===== config.mk =====
export PLATFORM = sky130hd
export DESIGN_NAME = sect_addr_gen
export DESIGN_NICKNAME = d
export VERILOG_FILES = /design/src/rtl/sect_addr_gen.sv
export SDC_FILE = /design/constraint.sdc
export NUM_CORES = 1
export LEC_CHECK = 0
export ABC_AREA = 1
export ABC_CLOCK_PERIOD_IN_PS = 4350
export BUFFER_PORTS_ARGS = -buffer_cell sky130_fd_sc_hd__buf_4
export CAP_MARGIN = 25
export CORE_MARGIN = 3
export CORE_UTILIZATION = 54
export CTS_CLUSTER_DIAMETER = 60
export DETAILED_ROUTE_END_ITERATION = 6
export PLACE_DENSITY_LB_ADDON = 0.2
export SETUP_SLACK_MARGIN = 0.1
export SYNTH_ARGS = -nofsm -noshare
export SYNTH_HDL_FRONTEND = slang
export SYNTH_SLANG_ARGS = --single-unit

===== constraint.sdc =====
create_clock -name clk -period 4.35 [get_ports clk]
set_input_delay 0.435 -clock clk [delete_from_list [all_inputs] [get_ports clk]]
set_output_delay 0.435 -clock clk [all_outputs]
set_load 0.03 [all_outputs]

===== src/rtl/sect_addr_gen.sv =====
module sect_addr_gen #(
  parameter int AW = 32,
  parameter int TW = 4,
  parameter int IW = 9
) (
  input  logic          clk,
  input  logic          rst_n,
  input  logic [TW-1:0] type_i,
  input  logic [AW-1:0] base_i,
  input  logic [AW-1:0] addr_i,
  input  logic          start_i,
  input  logic          lookup_i,
  output logic          valid_o,
  output logic [IW-1:0] idx_o,
  output logic [AW-1:0] saddr_o,
  output logic [IW-1:0] count_o,
  output logic          err_o,
  output logic          oor_o
);
  localparam logic [31:0] BLK  = 32'h0002_0000;
  localparam logic [31:0] SML  = 32'h0000_4000;
  localparam logic [TW-1:0] NOTYPE = '1;

  function automatic logic [31:0] cnt_of(input logic [TW-1:0] t);
    case (t)
      0, 1:    cnt_of = 32'd11;
      2, 3:    cnt_of = 32'd19;
      4, 5:    cnt_of = 32'd35;
      6, 7:    cnt_of = 32'd71;
      8:       cnt_of = 32'd64;
      9:       cnt_of = 32'd128;
      10:      cnt_of = 32'd256;
      default: cnt_of = 32'd0;
    endcase
  endfunction

  function automatic logic [31:0] size_of(input logic [TW-1:0] t);
    case (t)
      0, 1:    size_of = 32'h0010_0000;
      2, 3:    size_of = 32'h0020_0000;
      4, 5:    size_of = 32'h0040_0000;
      6, 7, 8: size_of = 32'h0080_0000;
      9:       size_of = 32'h0100_0000;
      10:      size_of = 32'h0200_0000;
      default: size_of = 32'h0;
    endcase
  endfunction

  function automatic logic [31:0] off_of(input logic [TW-1:0] t, input logic [IW-1:0] ix);
    logic [31:0] i, n, sz;
    i  = 32'(ix);
    n  = cnt_of(t);
    sz = size_of(t);
    case (t)
      0, 2, 4: begin
        if      (i == 0) off_of = 32'h0;
        else if (i == 1) off_of = 32'h8000;
        else if (i == 2) off_of = 32'hC000;
        else if (i == 3) off_of = 32'h1_0000;
        else             off_of = i * BLK - 32'h6_0000;
      end
      1, 3, 5: begin
        if      (i == n - 1) off_of = sz - 32'h8000;
        else if (i == n - 2) off_of = sz - 32'hC000;
        else if (i == n - 3) off_of = sz - 32'h1_0000;
        else                 off_of = i * BLK;
      end
      6:       off_of = (i < 8)  ? i * SML : (i - 7) * BLK;
      7:       off_of = (i < 63) ? i * BLK : 32'h7E_0000 + (i - 63) * SML;
      default: off_of = i * BLK;
    endcase
  endfunction

  function automatic logic [IW-1:0] idx_of(input logic [TW-1:0] t, input logic [31:0] off);
    logic [31:0] n, sz, r;
    n  = cnt_of(t);
    sz = size_of(t);
    case (t)
      0, 2, 4: begin
        if      (off < 32'h8000)   r = 0;
        else if (off < 32'hC000)   r = 1;
        else if (off < 32'h1_0000) r = 2;
        else if (off < 32'h2_0000) r = 3;
        else                       r = (off >> 17) + 3;
      end
      1, 3, 5: begin
        if      (off < sz - 32'h1_0000) r = off >> 17;
        else if (off < sz - 32'hC000)   r = n - 3;
        else if (off < sz - 32'h8000)   r = n - 2;
        else                            r = n - 1;
      end
      6:       r = (off < 32'h2_0000)  ? (off >> 14) : (off >> 17) + 7;
      7:       r = (off < 32'h7E_0000) ? (off >> 17) : 63 + ((off - 32'h7E_0000) >> 14);
      default: r = off >> 17;
    endcase
    idx_of = IW'(r);
  endfunction

  logic [TW-1:0] typ_r;
  logic [AW-1:0] base_r;
  logic [IW-1:0] idx_r;
  logic          walk_r, lk_r, err_r, oor_r;

  logic [IW-1:0] cnt_r;
  logic          in_unk, in_rng, take;
  logic [31:0]   lk_off;

  assign cnt_r  = IW'(cnt_of(typ_r));
  assign in_unk = (cnt_of(type_i) == 0);
  assign lk_off = 32'(addr_i - base_i);
  assign in_rng = (addr_i >= base_i) && (lk_off < size_of(type_i));
  assign take   = !walk_r && (start_i || lookup_i);

  always_ff @(posedge clk) begin
    if (!rst_n) begin
      typ_r  <= NOTYPE;
      base_r <= '0;
      idx_r  <= '0;
      walk_r <= 1'b0;
      lk_r   <= 1'b0;
      err_r  <= 1'b0;
      oor_r  <= 1'b0;
    end else begin
      lk_r <= 1'b0;
      if (walk_r) begin
        if (idx_r == cnt_r - 1'b1) walk_r <= 1'b0;
        else                       idx_r  <= idx_r + 1'b1;
      end else if (take) begin
        typ_r  <= type_i;
        base_r <= base_i;
        err_r  <= in_unk;
        if (start_i) begin
          idx_r  <= '0;
          walk_r <= !in_unk;
          oor_r  <= 1'b0;
        end else begin
          idx_r  <= in_rng ? idx_of(type_i, lk_off) : '0;
          lk_r   <= !in_unk && in_rng;
          oor_r  <= !in_unk && !in_rng;
        end
      end
    end
  end

  assign valid_o = walk_r | lk_r;
  assign idx_o   = idx_r;
  assign saddr_o = base_r + AW'(off_of(typ_r, idx_r));
  assign count_o = cnt_r;
  assign err_o   = err_r;
  assign oor_o   = oor_r;

  assert_walk_step_R2: assert property (@(posedge clk) disable iff (!rst_n)
    walk_r && $past(walk_r) |-> idx_r == $past(idx_r) + 1'b1);

  assert_addr_rising_R2: assert property (@(posedge clk) disable iff (!rst_n)
    walk_r && $past(walk_r) |-> saddr_o > $past(saddr_o));

  assert_idx_in_count_R3: assert property (@(posedge clk) disable iff (!rst_n)
    valid_o |-> idx_o < count_o);

  assert_oor_no_valid_R9: assert property (@(posedge clk) disable iff (!rst_n)
    oor_o |-> !valid_o);

  assert_unknown_quiet_R10: assert property (@(posedge clk) disable iff (!rst_n)
    err_o |-> !valid_o && count_o == '0);

  assert_cfg_frozen_R11: assert property (@(posedge clk) disable iff (!rst_n)
    walk_r && $past(walk_r) |-> $stable(typ_r) && $stable(base_r));
endmodule


==> results of run 1 <==
-- worst max-delay path by stage --
stage | from | to | slack (ns) | cells after the start
6_report | count_o[4] | saddr_o[29] | -0.64 | 27
2_1_floorplan | count_o[5] | saddr_o[29] | -0.22 | 27
5_1_grt | count_o[4] | saddr_o[28] | -0.86 | 28
3_3_place_gp | count_o[5] | saddr_o[29] | -0.25 | 28
4_1_cts | count_o[4] | saddr_o[28] | -0.48 | 29
3_5_place_dp | count_o[5] | saddr_o[29] | -0.55 | 28
-- logic make-up after synthesis --
family / Yosys count / synth area share (%)
simple gates: 807 / 39.42
buf+inv: 333 / 14.73
compound gates: 251 / 15.68
fa+ha+maj: 84 / 11.73
xor+xnor: 58 / 5.794
flops: 57 / 12.64
-- through the flow --
stage / setup slack (ns) / hold WS (ns) / area [um^2] / utilization, %
finish: -0.6429 / 0.3804 / 11990 / 74.39
global placement: -0.2457 / 0.4687 / 10950 / 67.97
detailed placement: -0.5529 / 0.4636 / 10950 / 67.97
floorplan: -0.2212 / 0.4563 / 9105 / -
CTS: -0.4839 / 0.3764 / 11690 / 72.56
global route: -0.8624 / 0.3837 / 11990 / 74.39
-- synth_stat cells, drive strengths merged (15+ instances only) --
library cell  number  area [um^2]
ha                83         1039
xor2              48        420.4
dfxtp             57         1141
nand4             32        206.5
clkbuf            18        67.56
nand2            470         1857
inv              289         1085
o21ai             93        465.4
buf               24        168.9
a21oi            110        580.6
nor3              15        80.08
nor2             161        675.6
nand3             97        515.5
-- critical path, cell delays in order (launching register included) --
cell,delay (ns)
dfxtp_4,0.34
inv_4,0.06
buf_6,0.12
ha_4,0.17
inv_4,0.04
buf_4,0.14
o21ai_4,0.14
xor2_1,0.21
nand2_2,0.12
nor2_1,0.15
nand4_1,0.20
nand3_2,0.16
nand2_4,0.08
o2111ai_2,0.16
o21ai_1,0.10
o21ai_1,0.10
ha_1,0.30
a21oi_2,0.20
nor2_2,0.05
a211oi_2,0.25
o21ai_2,0.10
a31oi_1,0.25
o21ai_1,0.13
a21oi_1,0.14
nor2_1,0.07
nor2_2,0.12
xor2_2,0.16
buf_6,0.15
-- flip-flops by register name, summed over array words and instances (netlist names) --
name / flops
base_r: 32
idx_o: 9
count_o: 8
typ_r: 4
err_o: 1
lk_r: 1
oor_o: 1
walk_r: 1
-- timing repair --
action | 4_1_cts | 5_1_grt
pin swaps | 52 | 51
cloned | 0 | 0
setup endpoints to repair | 14 | 15
buffers inserted | 21 | 14
gates resized for setup | 79 | 61
hold buffers | 0 | 0
-- per-layer routing --
metal	track usage (%)	up-vias	wire, um
met3	3.046	88	2521
met5	0	-	0
li1	-	5546	-
met2	58.24	530	15400
met1	44.96	5142	13690
met4	11.42	0	1170
-- area by class of cell --
type / count / area share, %
sequential: 57 / 9.728
tap: 216 / 2.254
multi-input combinational: 1200 / 59.09
inverter: 291 / 9.227
timing repair buffer: 269 / 17.38
clock buffer: 11 / 2.202
clock inverter: 3 / 0.1252
-- power by group through the flow --
stage / sequential [mW] / combinational, mW / clock (mW)
after detailed placement: 0.614 / 1.69 / 0
final: 0.610 / 1.89 / 0.669
after floorplan: 0.621 / 1.12 / 0
after global placement: 0.614 / 1.67 / 0
after CTS: 0.606 / 1.78 / 0.671
after global routing: 0.614 / 2.06 / 0.692
==> results.cfg, run 1 <==
[die]
core_area_um2 = 16120
rows = 46
ios = 125
die_w_um = 135.3
die_area_um2 = 18300
fp.dieH_um = 135.3
initial_core_util_pct = 56.01

[placed_design]
io_buffers = 124
place_inst = 2006
dp_hpwl_mm = 25.96
place.gp.congestion = 1.062

[clock_network]
cts-buffers-inserted = 9
cts_tree = built
clk_pin_slew_ns = 0.05
htreeDepth = 3
cts_num_sinks = 57
cts_max_path_buffers = 2
cts_root_buf = clkbuf_16
clk_latency_ns = 0.33

[critical_path]
path_class = register to output pin
r2r_cells = 17
critical_path.reg2reg.startpoint = count_o[4]
crit_fanout = 5
crit_path_start_kind = register
crit_path_end_kind = output pin
cp_data_required_time_ns = 3.91
r2r_slack_ns = 1.41
arrival_ns = 4.56
r2r_end = idx_o[5]

[global_routing]
grt_pass1_wl_mm = 50.51
grt_usage_pct = 34.00
first_global_vias = 10200
antenna_found_initial = 0
grt_overflow = 0
grt_start_max_net_pins = 64

[synthesis]
ys_warn_count = 0
postSynthAreaPerCell_um2 = 5.677
ys_seq_area_share_pct = 12.64
ys.flop_type = dfxtp_1
synth_cells = 1590
syn_area_um2 = 9026
synth-seq-cells = 57
synth_edf_count = 0
syn_nets = 1746
yosys.cell_types.count = 53
async_reset_ff_share_pct = 0

[cells_and_area]
final_cell_mix = 431 x nand2_1, 271 x inv_1, 252 x buf_4
seq_area_um2 = 1166
num-fill-cells = 1381
multiInputGateArea_um2 = 7083
fin_nets = 1984
num_antenna_cells = 0
final_cells = 2047
area_growth_pct = 32.81
drive_gt1_share_pct = 25.67
final_common_cell = nand2_1

[routing]
ant_nets = 0
drc = 0
first_pass_iters = 5
drt_iter0_drc = 1190
via_per_inst = 5.523
routed_wl_mm = 32.78
post_drt_wl_per_cell_um = 16.01
vias = 11310

[outcome]
violations = negative setup slack
status = complete, but fails checks

[min_path]
min_path_type = input pin to register
hp-start = base_i[25]
holdPathStages = 3
hold_end = base_r[25]

[pwr]
p_comb_share_pct = 59.7
max-vdd-ir-drop_uv = 173.7
p_total_mw = 3.174
p_sw_share_pct = 45.64
pwr-share-clk_pct = 21.1
cellPowerDensity_nw_per_um2 = 264.8
power.internal_mw = 1.725
switchingPower_mw = 1.449
seqPwrFrac_pct = 19.2
p_leak_nw = 6.683

[timing]
max_clock_freq_ghz = 0.2003
postLayoutSetupSlackWorst_ns = -0.6429
fin_worst_skew_ns = 0.007342
fin_crit_sh_pct = 114.8
relSlewSlack_pct = 61.34
rsz0062_at_grt = true
setup-tns-final_ns = -3.472
min_period_ns = 4.993
max_slew.worst_pin.slew_ns = 0.5799
setup-violations-final = 11
hold_viol = 0
maxSlewViolCount = 0

[job]
maxCapViolations = 0
No activity file was read; power rests on OpenSTA's default activity.
==> run 2, diff against run 1 <==
- CORE_UTILIZATION: 54 -> 55
- CTS_BUF_LIST: unset -> sky130_fd_sc_hd__clkbuf_4
==> results.cfg, run 2 (synthesis gave the netlist of run 1 again) <==
[placed_design]
placed_cell_area_um2 = 11030
io_buffers = 124
place.gp.congestion = 1.016
dp_hpwl_mm = 26.46

[timing]
setup-tns-final_ns = -11.70
setup-violations-final = 23
max_clock_freq_ghz = 0.1957
max_slew.worst_pin.slew_ns = 1.203
rsz0062_at_grt = true
maxSlewViolCount = 0
fin_worst_skew_ns = 0.01369
fin_crit_sh_pct = 117.4
relSlewSlack_pct = 18.95
min_period_ns = 5.109
hold_viol = 0
postLayoutSetupSlackWorst_ns = -0.7587

[clock_network]
cts_max_path_buffers = 2
htreeDepth = 3
cts_root_buf = clkbuf_4
clk_pin_slew_ns = 0.12
cts_tree = built
cts-buffers-inserted = 9
ctsHoldBuffers = 0
clk_latency_ns = 0.44
cts_num_sinks = 57

[critical_path]
r2r_slack_ns = -0.69
cp_data_required_time_ns = 3.91
path_class = register to output pin
crit_path_start_kind = register
crit_fanout = 6
slowest_delay_ns = 0.37
worst-path-stages = 29
r2r_cells = 38
crit_family = simple AND/OR/NAND/NOR gates
crit_path_top_delay_cell = dfxtp_4
crit_buf_inv = 4
crit_path_end_kind = output pin
arrival_ns = 4.67

[cells_and_area]
num-fill-cells = 1366
largest_register_ff_count = 32
final_cell_mix = 429 x nand2_1, 280 x buf_4, 274 x inv_1
top_register = base_r
drive_gt1_share_pct = 26.84
area_growth_pct = 34.92
fin_nets = 2014
stdcell_area_um2 = 12180
final_common_cell = nand2_1

[routing]
post_drt_wl_per_cell_um = 16.60
vias = 11570
via_per_inst = 5.561
routed_wl_mm = 34.52
first_pass_iters = 7
drc = 7
drt_iter0_drc = 1156
ant_nets = 0

[global_routing]
grtUsageMet1_pct = 45.49
first_global_vias = 10520
grt_overflow = 0
grt.busiest_layer = met2
grt_usage_pct = 35.24
gr-usage-met3_pct = 3.751
antenna_found_initial = 1
grt_util_met2_pct = 59.83
grt_pass1_wl_mm = 51.53
grt_start_max_net_pins = 64

[job]
maxCapViolations = 0

[min_path]
min_path_type = input pin to register
holdPathStages = 3

[pwr]
switchingPower_mw = 1.460
p_leak_nw = 6.773
p_sw_share_pct = 48.51
pwr-share-clk_pct = 15.8
seqPwrFrac_pct = 20.3
p_comb_share_pct = 63.9
max-vdd-ir-drop_uv = 153.3
power.internal_mw = 1.550
cellPowerDensity_nw_per_um2 = 247.2

[die]
die_area_um2 = 17980
rows = 46
ios = 125
initial_core_util_pct = 56.41
die_w_um = 134.1
core_area_um2 = 16000
fp.dieH_um = 134.1

[outcome]
violations = design-rule violations, negative setup slack
status = complete, but fails checks
run 2: what timing repair did:
action	CTS	global route
endpoints found under the setup margin	14	26
pin swaps	39	38
resized for setup	59	94
gates cloned	0	2
buffers inserted	32	14
endpoints found under the hold margin	0	0
run 2: metrics by stage:
| stage | utilization, % | total power, mW | instances | hold WS (ns) | worst slack (ns) |
|---|---|---|---|---|---|
| 6_report | 76.11 | 3.010 | 2080 | 0.2572 | -0.7587 |
| 5_1_grt | 76.11 | 3.204 | 2080 | 0.2656 | -1.075 |
| 4_1_cts | 72.96 | 2.843 | 2063 | 0.2522 | -0.6612 |
| 3_5_place_dp | 68.93 | 2.320 | 2016 | 0.4585 | -0.3874 |
| 3_3_place_gp | 68.93 | 2.295 | 2016 | 0.4668 | -0.2366 |
| 2_1_floorplan | - | 1.744 | 1590 | 0.4563 | -0.2212 |
run 2: layout make-up:
cell class / count / area [um^2] / share of cell area (%)
inverters: 291 / 1109 / 9.103
clock buffers: 11 / 82.58 / 0.6781
flip-flops and latches: 57 / 1171 / 9.617
repair buffers: 297 / 2293 / 18.83
clock inverters: 5 / 78.83 / 0.6473
multi-input cells: 1201 / 7164 / 58.83
repair inverters: 1 / 6.256 / 0.05137
diodes: 1 / 2.502 / 0.02055
well taps: 216 / 270.3 / 2.219
run 2: final timing paths:
kind                    from     endpoint
setup / recovery  count_o[5]  saddr_o[29]
hold / removal    base_i[24]   base_r[24]
setup reg to reg  count_o[2]     idx_o[5]
hold reg to reg        oor_o        oor_o
run 2: power by group through the flow:
stage / Sequential (mW) / Combinational [mW] / Clock (mW)
6_report: 0.610 / 1.92 / 0.476
3_5_place_dp: 0.613 / 1.71 / 0
3_3_place_gp: 0.612 / 1.68 / 0
4_1_cts: 0.603 / 1.77 / 0.472
5_1_grt: 0.613 / 2.10 / 0.493
2_1_floorplan: 0.621 / 1.12 / 0
run 2: routing by layer:
metal	vias to the layer above	routed length [um]
li1	5616	-
met1	5216	13930
met2	602	16100
met3	132	2714
met4	0	1775
met5	-	0
run 2: tightest hold or removal path, cell delays in order:
cell and delay (ns):
buf_4 0.08, inv_1 0.04, a21oi_1 0.12
==> run 3, diff against run 2 <==
- ABC_CLOCK_PERIOD_IN_PS: 4350 -> 5510
- clock period: 4.35 -> 5.51 ns (I/O delays scaled with it)
==> results.cfg, run 3 (synthesis gave the netlist of run 1 again) <==
[timing]
max_slew.worst_pin.slew_ns = 0.6390
fin_crit_sh_pct = 99.34
relSlewSlack_pct = 57.01
fin_worst_skew_ns = 0.01903
setup-violations-final = 0
rsz0062_at_grt = true
hold_viol = 0
min_period_ns = 5.473
max_clock_freq_ghz = 0.1827
setup-tns-final_ns = 0
hold_ws_ns = 0.3856
maxSlewViolCount = 0
postLayoutSetupSlackWorst_ns = 0.03655

[die]
die_w_um = 134.1
rows = 46
fp.dieH_um = 134.1
initial_core_util_pct = 56.41
core_area_um2 = 16000
die_area_um2 = 17980
ios = 125

[routing]
post_drt_wl_per_cell_um = 16.01
vias = 10650
first_pass_iters = 7
routed_wl_mm = 31.23
drc = 1
via_per_inst = 5.458
ant_nets = 0
drt_iter0_drc = 1038

[critical_path]
slowest_delay_ns = 0.34
crit_fanout = 8
cp_common_cell = nand2_2
crit_path_top_delay_cell = dfxtp_2
path_class = register to output pin
arrival_ns = 4.92
crit_path_start_kind = register
cp-startpoint = count_o[4]
critical_path.reg2reg.startpoint = count_o[4]
cp_data_required_time_ns = 4.96
crit_path_end_kind = output pin

[global_routing]
grt_overflow = 0
grt_start_max_net_pins = 66
grt_pass1_wl_mm = 48.99
antenna_found_initial = 1
grt_usage_pct = 33.49
first_global_vias = 9869

[clock_network]
cts_max_path_buffers = 2
cts_tree = built
clk_pin_slew_ns = 0.11
ctsHoldBuffers = 0
cts-buffers-inserted = 9
cts_root_buf = clkbuf_4
clk_latency_ns = 0.43
cts_num_sinks = 57
htreeDepth = 3

[cells_and_area]
num-fill-cells = 1594
drive_gt1_share_pct = 17.99
fin_util_pct = 66.77
final_cells = 1951
fin_nets = 1885
final_common_cell = nand2_1
largest_register_ff_count = 32
area_growth_pct = 18.35
final_cell_mix = 441 x nand2_1, 277 x inv_1, 170 x buf_4
top_register = base_r
stdcell_area_um2 = 10680

[pwr]
cellPowerDensity_nw_per_um2 = 197.8
p_leak_nw = 6.052
p_total_mw = 2.113
max-vdd-ir-drop_uv = 108.7

[placed_design]
place_inst = 1910
placed_cell_area_um2 = 10160
place.gp.congestion = 1.009
dp_hpwl_mm = 25.42
post-place-ws_ns = 0.1025
io_buffers = 124

[outcome]
status = complete, but fails checks
violations = design-rule violations

[min_path]
min_path_type = input pin to register
hp-start = base_i[27]

[job]
maxCapViolations = 0
## run 3: final timing paths
path,slack (ns),endpoint,cells past startpoint
max,0.04,saddr_o[28],29
min,0.39,base_r[27],3
max reg2reg,2.69,idx_o[5],17
min reg2reg,0.48,oor_o,2
## run 3: final cells by class
class                           instances  area, um^2  area share, %
Antenna cell                            1       2.502        0.02342
Multi-Input combinational cell       1200        6746          63.15
Inverter                              291        1096          10.26
Clock buffer                           10       75.07         0.7027
Timing Repair Buffer                  170        1276          11.95
Tap cell                              216       270.3          2.530
Clock inverter                          6       58.81         0.5505
Sequential cell                        57        1157          10.83
## run 3: repair_timing
action | CTS | global route
pin swaps | 6 | 23
resized for setup | 18 | 48
endpoints found under the setup margin | 6 | 7
buffers inserted | 8 | 16
## run 3: worst max-delay path, delay by kind of cell, from the launching register on
kind            cells  cell delay (ns)
flops               1             0.34
buf+inv             5             0.60
xor+xnor            1             0.15
simple gates       11             1.53
fa+ha+maj           2             0.49
compound gates     10             1.35
## run 3: where the power goes
part	leakage (nW)	internal (mW)	switching, mW	total [mW]
Clock	0.0698	0.140	0.171	0.311
Combinational	5.51	0.461	0.857	1.32
Sequential	0.476	0.448	0.0364	0.484
Total	6.05	1.05	1.06	2.11
## run 3: routing by layer
| metal | routed length [um] | GRT usage, % | share of wire [%] |
|---|---|---|---|
| met1 | 13700 | 44.82 | 44 |
| met2 | 14320 | 56.26 | 46 |
| met3 | 2077 | 3.413 | 6.7 |
| met4 | 1133 | 11.93 | 3.6 |
| met5 | 0 | 0 | 0 |
